$ cat src/rtl/deskew_pkg.sv
package deskew_pkg;
  localparam int LANES  = 4;
  localparam int CODE_W = 10;
  localparam int WORD_W = CODE_W + 1;  // {mark, code}
endpackage

$ cat src/rtl/deskew_lane_fifo.sv
module deskew_lane_fifo #(
  parameter int DEPTH  = 8,   // power of two
  parameter int WORD_W = 11,
  parameter int PW     = $clog2(DEPTH)
) (
  input  logic              clk_i,
  input  logic              rst_ni,
  input  logic [WORD_W-1:0] wr_word_i,
  input  logic [PW-1:0]     rd_dly_i,
  output logic [WORD_W-1:0] rd_word_o
);
  logic [DEPTH-1:0][WORD_W-1:0] mem_q;
  logic [PW-1:0]                wp_q;
  logic [PW-1:0]                rp;

  always_ff @(posedge clk_i or negedge rst_ni) begin
    if (!rst_ni) begin
      mem_q <= '0;
      wp_q  <= '0;
    end else begin
      mem_q[wp_q] <= wr_word_i;
      wp_q        <= wp_q + 1'b1;
    end
  end

  // read pointer trails write pointer by the lane delay; zero delay bypasses
  assign rp        = wp_q - rd_dly_i;
  assign rd_word_o = (rd_dly_i == '0) ? wr_word_i : mem_q[rp];
endmodule

$ cat src/rtl/deskew_ctrl.sv
module deskew_ctrl #(
  parameter int LANES    = 4,
  parameter int SKEW_MAX = 5,
  parameter int PW       = 3
) (
  input  logic                      clk_i,
  input  logic                      rst_ni,
  input  logic [LANES-1:0]          sync_i,
  input  logic [LANES-1:0]          mark_i,
  output logic [LANES-1:0][PW-1:0]  dly_o,
  output logic                      aligned_nxt_o,
  output logic                      aligned_o
);
  localparam int CNT_W = $clog2(SKEW_MAX + 1);

  logic                         act_q, act_n;
  logic [CNT_W-1:0]             cnt_q, cnt_n;
  logic [LANES-1:0]             seen_q, seen_n, hit;
  logic [LANES-1:0][CNT_W-1:0]  arr_q, arr_n;
  logic [LANES-1:0][PW-1:0]     dly_q, dly_n;
  logic                         aln_q, aln_n;

  always_comb begin
    act_n  = act_q;
    cnt_n  = cnt_q;
    seen_n = seen_q;
    arr_n  = arr_q;
    dly_n  = dly_q;
    aln_n  = aln_q;
    hit    = mark_i & ~seen_q;
    if (!(&sync_i)) begin
      act_n  = 1'b0;
      cnt_n  = '0;
      seen_n = '0;
      aln_n  = 1'b0;
    end else if (act_q || (|mark_i)) begin
      for (int l = 0; l < LANES; l++)
        if (hit[l]) arr_n[l] = cnt_q;
      seen_n = seen_q | hit;
      if (&seen_n) begin
        for (int l = 0; l < LANES; l++)
          dly_n[l] = PW'(cnt_q - arr_n[l]);
        aln_n  = 1'b1;
        act_n  = 1'b0;
        cnt_n  = '0;
        seen_n = '0;
      end else if (cnt_q == CNT_W'(SKEW_MAX)) begin
        aln_n  = 1'b0;
        act_n  = 1'b0;
        cnt_n  = '0;
        seen_n = '0;
      end else begin
        act_n  = 1'b1;
        cnt_n  = cnt_q + 1'b1;
      end
    end
  end

  always_ff @(posedge clk_i or negedge rst_ni) begin
    if (!rst_ni) begin
      act_q  <= 1'b0;
      cnt_q  <= '0;
      seen_q <= '0;
      arr_q  <= '0;
      dly_q  <= '0;
      aln_q  <= 1'b0;
    end else begin
      act_q  <= act_n;
      cnt_q  <= cnt_n;
      seen_q <= seen_n;
      arr_q  <= arr_n;
      dly_q  <= dly_n;
      aln_q  <= aln_n;
    end
  end

  assign dly_o         = dly_n;
  assign aligned_nxt_o = aln_n;
  assign aligned_o     = aln_q;


  sync_drop_chk: assert property (@(posedge clk_i) disable iff (!rst_ni)
    !(&sync_i) |=> !aligned_o);

  for (genvar l = 0; l < LANES; l++) begin : g_chk

    dly_range_chk: assert property (@(posedge clk_i) disable iff (!rst_ni)
      dly_q[l] <= PW'(SKEW_MAX));
  end
endmodule

$ cat src/rtl/lane_deskew.sv
module lane_deskew
  import deskew_pkg::*;
#(
  parameter int DEPTH    = 8,
  parameter int SKEW_MAX = 5   // must be below DEPTH
) (
  input  logic                          clk_i,
  input  logic                          rst_ni,
  input  logic [LANES-1:0][CODE_W-1:0]  lane_data_i,
  input  logic [LANES-1:0]              lane_sync_i,
  input  logic [LANES-1:0]              lane_mark_i,
  output logic [LANES-1:0][CODE_W-1:0]  lane_data_o,
  output logic [LANES-1:0]              lane_mark_o,
  output logic                          aligned_o
);
  localparam int PW = $clog2(DEPTH);

  logic [LANES-1:0][PW-1:0]     dly_nxt;
  logic                         aligned_nxt;
  logic [LANES-1:0][WORD_W-1:0] rd_word;
  logic [LANES-1:0][WORD_W-1:0] out_q;

  deskew_ctrl #(
    .LANES(LANES), .SKEW_MAX(SKEW_MAX), .PW(PW)
  ) u_ctrl (
    .clk_i         (clk_i),
    .rst_ni        (rst_ni),
    .sync_i        (lane_sync_i),
    .mark_i        (lane_mark_i),
    .dly_o         (dly_nxt),
    .aligned_nxt_o (aligned_nxt),
    .aligned_o     (aligned_o)
  );

  for (genvar l = 0; l < LANES; l++) begin : g_lane
    deskew_lane_fifo #(
      .DEPTH(DEPTH), .WORD_W(WORD_W), .PW(PW)
    ) u_fifo (
      .clk_i     (clk_i),
      .rst_ni    (rst_ni),
      .wr_word_i ({lane_mark_i[l], lane_data_i[l]}),
      .rd_dly_i  (dly_nxt[l]),
      .rd_word_o (rd_word[l])
    );
    assign lane_data_o[l] = out_q[l][CODE_W-1:0];
    assign lane_mark_o[l] = out_q[l][CODE_W];
  end

  // read with next-state delays so a completing column leaves on its own edge
  always_ff @(posedge clk_i or negedge rst_ni) begin
    if (!rst_ni)          out_q <= '0;
    else if (aligned_nxt) out_q <= rd_word;
    else                  out_q <= '0;
  end


  col_exit_chk: assert property (@(posedge clk_i) disable iff (!rst_ni)
    $rose(aligned_o) |-> (&lane_mark_o));


  hold_invalid_chk: assert property (@(posedge clk_i) disable iff (!rst_ni)
    !aligned_o |-> (lane_data_o == '0 && lane_mark_o == '0));
endmodule

$ cat config.mk
export PLATFORM = sky130hd
export DESIGN_NAME = lane_deskew
export DESIGN_NICKNAME = d
export VERILOG_FILES = /design/src/rtl/deskew_pkg.sv /design/src/rtl/deskew_lane_fifo.sv /design/src/rtl/deskew_ctrl.sv /design/src/rtl/lane_deskew.sv
export SDC_FILE = /design/constraint.sdc
export NUM_CORES = 1
export LEC_CHECK = 0
export BUFFER_PORTS_ARGS = -buffer_cell sky130_fd_sc_hd__buf_2
export CAP_MARGIN = 20
export CELL_PAD_IN_SITES_DETAIL_PLACEMENT = 1
export CELL_PAD_IN_SITES_GLOBAL_PLACEMENT = 1
export CORE_MARGIN = 2
export CORE_UTILIZATION = 55
export DETAILED_ROUTE_END_ITERATION = 10
export HOLD_SLACK_MARGIN = 0.03
export PLACE_DENSITY = 0.95
export SETUP_SLACK_MARGIN = 0.4
export SLEW_MARGIN = 20
export SYNTH_ARGS = -nofsm -noshare
export SYNTH_HDL_FRONTEND = slang
export SYNTH_SLANG_ARGS = --single-unit
$ cat constraint.sdc
create_clock -name clk_i -period 5.9 [get_ports clk_i]
set_input_delay 0 -clock clk_i [delete_from_list [all_inputs] [get_ports clk_i]]
set_output_delay 0 -clock clk_i [all_outputs]
set_load 0.02 [all_outputs]
==> results of run 1 <==
## stage by stage
stage,utilization,instances
floorplan,-,1370
global placement,0.583,1855
detailed placement,0.583,1855
CTS,0.639,1979
global route,0.639,1982
finish,0.639,1982
## state kept, by name, indices dropped and copies added (netlist names)
signal               flops
g_lane.u_fifo.mem_q    352
g_lane.u_fifo.wp_q      12
lane_data_o             40
lane_mark_o              4
u_ctrl.act_q             1
u_ctrl.aligned_o         1
u_ctrl.arr_q            12
u_ctrl.cnt_q             3
u_ctrl.dly_q            12
u_ctrl.seen_q            4
## power by group
group          internal, mW  switching (mW)
Clock                  1.76            1.23
Sequential             3.15          0.0841
Combinational         0.216           0.241
## area by class of cell
cell class	instances	area (µm²)
Clock buffer	72	1440
Sequential cell	441	11000
Tap cell	461	577
Multi-Input combinational cell	819	8400
Fill cell	3251	12800
Clock inverter	7	88.8
Antenna cell	3	7.51
Timing Repair Buffer	161	1120
Inverter	18	67.6
## cell families after synthesis
kind of cell,after synthesis,synth area share
buffers and inverters,110,0.0237
AND/OR/NAND/NOR,151,0.0407
adder cells (fa/ha/maj),20,0.0156
flip-flops,441,0.555
AO/OA/AOI/OAI,184,0.0541
XOR/XNOR,12,0.00529
multiplexers,452,0.306
## synth_stat cells, drive strengths merged (9+ instances only)
| cell | count |
|---|---|
| dfrtp | 441 |
| mux4 | 88 |
| clkbuf | 67 |
| nor3 | 18 |
| a31oi | 44 |
| buf | 25 |
| nand3 | 60 |
| inv | 18 |
| nand2 | 31 |
| and3 | 9 |
| mux2 | 359 |
| ha | 12 |
| o21ai | 115 |
## timing repair
action,in CTS,in global routing
setup endpoints to repair,0,0
buffers inserted,0,0
hold buffers,45,0
endpoints found under the hold margin,509,0
## worst max path at each step
stage / startpoint / endpoint / cells past startpoint
floorplan: u_ctrl.seen_q[1] / lane_data_o[11] / 11
global placement: lane_sync_i[0] / lane_data_o[8] / 11
detailed placement: lane_sync_i[1] / lane_data_o[1] / 11
CTS: u_ctrl.seen_q[0] / lane_data_o[3] / 10
global route: u_ctrl.seen_q[0] / lane_data_o[3] / 11
finish: u_ctrl.seen_q[0] / lane_data_o[3] / 11
## metal layers
layer	part of all wire	wire [µm]
met1	0.39	22300
met2	0.53	30200
met3	0.043	2440
met4	0.035	2000
met5	0	0
## worst reg2reg max path: cells and delay by family (launching register included)
kind	cells	cell delay [ns]
AND/OR/NAND/NOR	1	0.28
flip-flops	1	0.43
multiplexers	2	0.70
XOR/XNOR	1	0.20
AO/OA/AOI/OAI	3	1.59
buffers and inverters	1	0.06
adder cells (fa/ha/maj)	3	0.97
==> reports/qor.yml, run 1 <==
timing:
  finalCriticalPeriod_ns: 4.33
  worst_slew_pin_slew_ns: 1.20
  setup_violations: 0
  slew_viol_final: 0
  finalCritPeriodShare: 0.733
  fmax_mhz: 231
  rsz0062_at_grt: "no"
  tns_ns: 0
  fin_ws_ns: 1.57
  final-hold-violation-count: 0
  skew_ns: 0.0121
  whs_ns: 0.0670
  maxSlewHeadroom: 0.201
route:
  initialDrtViolationCount: 944
  wl_um: 57000
  viasPerCell: 6.52
  num_vias: 12900
  drtPass1Iterations: 5
  detail_route.wl_per_cell_um: 28.7
  drc: 0
  ant_nets: 0
cells_and_area:
  mostFrequentLayoutCells: "dfrtp_1, mux2_2, buf_2, o21ai_0, mux4_2"
  drive_gt1_frac: 0.428
  final_common_cell: "dfrtp_1"
  nets: 1558
  final_area_um2: 22700
  area_growth_pct: 14.4
clocking:
  cts_sinks: 441
  cts_buffers: 47
  clkSlewWorstSetupHoldPaths_ns: 0.06
  cts_tree: "built"
  clock-root-buffer: "clkbuf_16"
  clock_path_buffers: 3
  cts_resized: 0
  clock_latency_ns: 0.58
  h-tree-depth: 2
placed_design:
  dp_hpwl_um: 32300
  place_area_um2: 20700
  gp_congestion: 0.770
  numPortBuffers: 94
  place_ws_ns: 1.49
critical_path:
  critPathTopFamily: "compound AO/OA/AOI/OAI gates"
  reg2reg_slack_ns: 1.57
  reg2reg_from: "u_ctrl.seen_q[0]"
  cp_slowest_stage_delay_ns: 0.95
  path_class: "flop to flop"
  start_kind: "flop"
  crit_buf_inv: 1
  crit_path_end_kind: "flop"
  cp_max_fo: 11
  cpMostUsedCell: "mux2_2"
  r2r_cells: 11
  required_ns: 6.39
  cp_slowest_cell: "a21oi_1"
  cp.arrival_ns: 4.81
  r2r_end: "lane_data_o[3]"
  path_cells: "nor2b_1 > mux2_2 > ha_1 > inv_1 > fa_1 > mux2_2 > fa_2 > xor2_1 > a21oi_1 > o21ai_0 > a31oi_1"
die:
  rows: 69
  design.core.area_um2: 35600
  start_util: 0.559
  die_h_um: 194
  die_w_um: 194
  io_pins: 95
  die_area_um2: 37700
grt:
  use_met3: 0.0457
  grt-ovfl-total: 0
  grt_start_max_net_pins: 171
  grt_pass1_vias: 14900
  antenna_found_initial: 4
  grt_pass1_wl_um: 89200
  busiest_layer: "met2"
  grtUsageMet1: 0.380
  grtUsageTotal: 0.307
  grt_util_met2: 0.538
flow_run:
  drv_cap: 0
synthesis:
  yosysWarnings: 0
  netlist_area_um2: 19900
  synth_cell_types: 48
  synthFlopType: "dfrtp_1"
  synth_nets: 1440
  synthTopCellsByArea: "dfrtp_1, mux2_2, mux4_2"
  synth_top_area_share: 0.555
  yosys.area.top_type: "dfrtp_1"
  syn_area_per_cell_um2: 14.5
  ys_ff_latch: 441
  synthArstFlopShare: 1.00
  syn_inst: 1370
  yosysSeqAreaShare: 0.555
  synth-edff-count: 0
power_and_ir_drop:
  p_per_area_nw_per_um2: 294
  power.total_mw: 6.69
  ir_worst_vdd_mv: 0.322
  p_leak_nw: 9.84
worst_hold_path:
  min_path_type: "primary input to async pin"
run_status:
  status: "finished, final reports clean"
Power figures use the tool's default switching activity.
==> run 2, diff against run 1 <==
--- a/config.mk
+++ b/config.mk
@@ -10,10 +10,10 @@
 export CELL_PAD_IN_SITES_DETAIL_PLACEMENT = 1
 export CELL_PAD_IN_SITES_GLOBAL_PLACEMENT = 1
 export CORE_MARGIN = 2
-export CORE_UTILIZATION = 55
+export CORE_UTILIZATION = 52
 export DETAILED_ROUTE_END_ITERATION = 10
 export HOLD_SLACK_MARGIN = 0.03
-export PLACE_DENSITY = 0.95
+export PLACE_DENSITY = 0.92
 export SETUP_SLACK_MARGIN = 0.4
 export SLEW_MARGIN = 20
 export SYNTH_ARGS = -nofsm -noshare
==> constraint.sdc (replaced) <==
create_clock -name clk_i -period 4.2 [get_ports clk_i]
set_input_delay 0 -clock clk_i [delete_from_list [all_inputs] [get_ports clk_i]]
set_output_delay 0 -clock clk_i [all_outputs]
set_load 0.02 [all_outputs]
==> run 2 against run 1 <==
Compared with the run above: cell count up 3.1%; largest cell class unchanged; sequential cell count unchanged; combinational power up 41%; sequential power up 40%; clock skew up 0.0060 ns; setup slack worse by 1.0 ns; critical endpoint is now lane_mark_o[1]; worst hold slack worse by 0.024 ns.
==> reports/qor.yml, run 2 (same netlist as run 1, synthesis figures left out) <==
grt:
  grtUsageTotal: 0.271
  grt_pass1_wl_um: 82300
  grt-ovfl-total: 0
  grt_start_max_net_pins: 150
  grt_pass1_vias: 14600
  antenna_found_initial: 1
die:
  die_w_um: 200
  die_h_um: 200
  rows: 71
  design.core.area_um2: 37700
  die_area_um2: 39800
  io_pins: 95
  start_util: 0.528
route:
  drc: 0
  drtPass1Iterations: 4
  viasPerCell: 6.19
  initialDrtViolationCount: 602
  ant_nets: 0
  detail_route.wl_per_cell_um: 25.9
  wl_um: 52800
  num_vias: 12600
power_and_ir_drop:
  ir_worst_vdd_mv: 0.347
  power.total_mw: 9.25
  p_per_area_nw_per_um2: 402
  p_leak_nw: 9.89
clocking:
  cts_buffers: 47
  clock_latency_ns: 0.59
  clock-root-buffer: "clkbuf_16"
  cts_tree: "built"
  clkSlewWorstSetupHoldPaths_ns: 0.06
  h-tree-depth: 2
  cts_sinks: 441
  clock_path_buffers: 3
  post_cts_buffers: 0
critical_path:
  crit_path_end_kind: "flop"
  cp_max_fo: 11
  reg2reg_slack_ns: 0.53
  required_ns: 4.61
  path_class: "flop to flop"
  cp.arrival_ns: 4.08
  start_kind: "flop"
cells_and_area:
  mostFrequentLayoutCells: "dfrtp_1, mux2_2, buf_2, o21ai_0, mux4_2"
  area_growth_pct: 15.8
  drive_gt1_frac: 0.440
  utilization: 0.611
  nets: 1570
  largest_reg_flops: 352
  top_register: "g_lane.u_fifo.mem_q"
  final_common_cell: "dfrtp_1"
timing:
  setup_violations: 0
  rsz0062_at_grt: "no"
  skew_ns: 0.0181
  finalCritPeriodShare: 0.875
  slew_viol_final: 0
  fmax_mhz: 272
  tns_ns: 0
  final-hold-violation-count: 0
  maxSlewHeadroom: 0.230
  fin_ws_ns: 0.525
  worst_slew_pin_slew_ns: 1.15
  finalCriticalPeriod_ns: 3.67
  whs_ns: 0.0430
worst_hold_path:
  min_path_type: "primary input to async pin"
placed_design:
  dp_hpwl_um: 31500
  numPortBuffers: 94
  place_ws_ns: 0.102
  gp_congestion: 0.785
flow_run:
  drv_cap: 0
run_status:
  status: "finished, final reports clean"
## run 2: critical path, cell delays in order, from the launching register on
cell	delay (ns)
dfrtp_1	0.42
nor2b_2	0.26
mux2_2	0.41
ha_1	0.19
inv_1	0.07
fa_1	0.44
mux2_2	0.31
fa_1	0.42
xor2_2	0.31
nand3_2	0.33
nand3_1	0.23
a31oi_1	0.11
## run 2: worst paths after layout
path | from | end | depth (start not counted)
max in group asynchronous | rst_ni | g_lane[1].u_fifo.mem_q[23] | 3
worst min register to register | g_lane[0].u_fifo.mem_q[65] | g_lane[0].u_fifo.mem_q[65] | 2
min in group clk_i | lane_data_i[10] | g_lane[1].u_fifo.mem_q[77] | 3
worst min-delay path | rst_ni | g_lane[3].u_fifo.mem_q[63] | 3
worst max register to register | u_ctrl.seen_q[1] | lane_mark_o[1] | 11
worst max-delay path | u_ctrl.seen_q[1] | lane_mark_o[1] | 11
## run 2: stage by stage
stage / area (µm²) / cells
6_report: 23000 / 2043
5_1_grt: 23000 / 2043
4_1_cts: 22900 / 2040
3_5_place_dp: 20900 / 1912
3_3_place_gp: 20900 / 1912
2_1_floorplan: 19900 / 1370
## run 2: timing repair
action,4_1_cts,5_1_grt
endpoints found under the setup margin,35,44
resized for setup,10,21
hold buffers,48,0
endpoints found under the hold margin,845,0
## run 2: routing by layer
metal  part of all wire  track usage  vias to the layer above
met5                  0            0                        -
met4              0.036        0.112                        0
met3              0.039       0.0476                      145
met2               0.52        0.475                      339
met1               0.40        0.333                     6768
li1                   -            -                     5387
## run 2: final cells by class
| cell class | instances | area (µm²) |
|---|---|---|
| fill | 3534 | 14600 |
| sequential | 441 | 11000 |
| multi-input combinational | 819 | 8520 |
| clock buffer | 74 | 1420 |
| timing repair buffer | 173 | 1270 |
| tap | 511 | 639 |
| inverter | 18 | 67.6 |
| clock inverter | 6 | 66.3 |
| antenna | 1 | 2.50 |
## run 2: power breakdown
group          internal [mW]  switching, mW  leakage [nW]
clock network           2.36           1.71         0.731
registers               4.43          0.104          5.33
logic                  0.313          0.332          3.83
total                   7.10           2.14          9.89
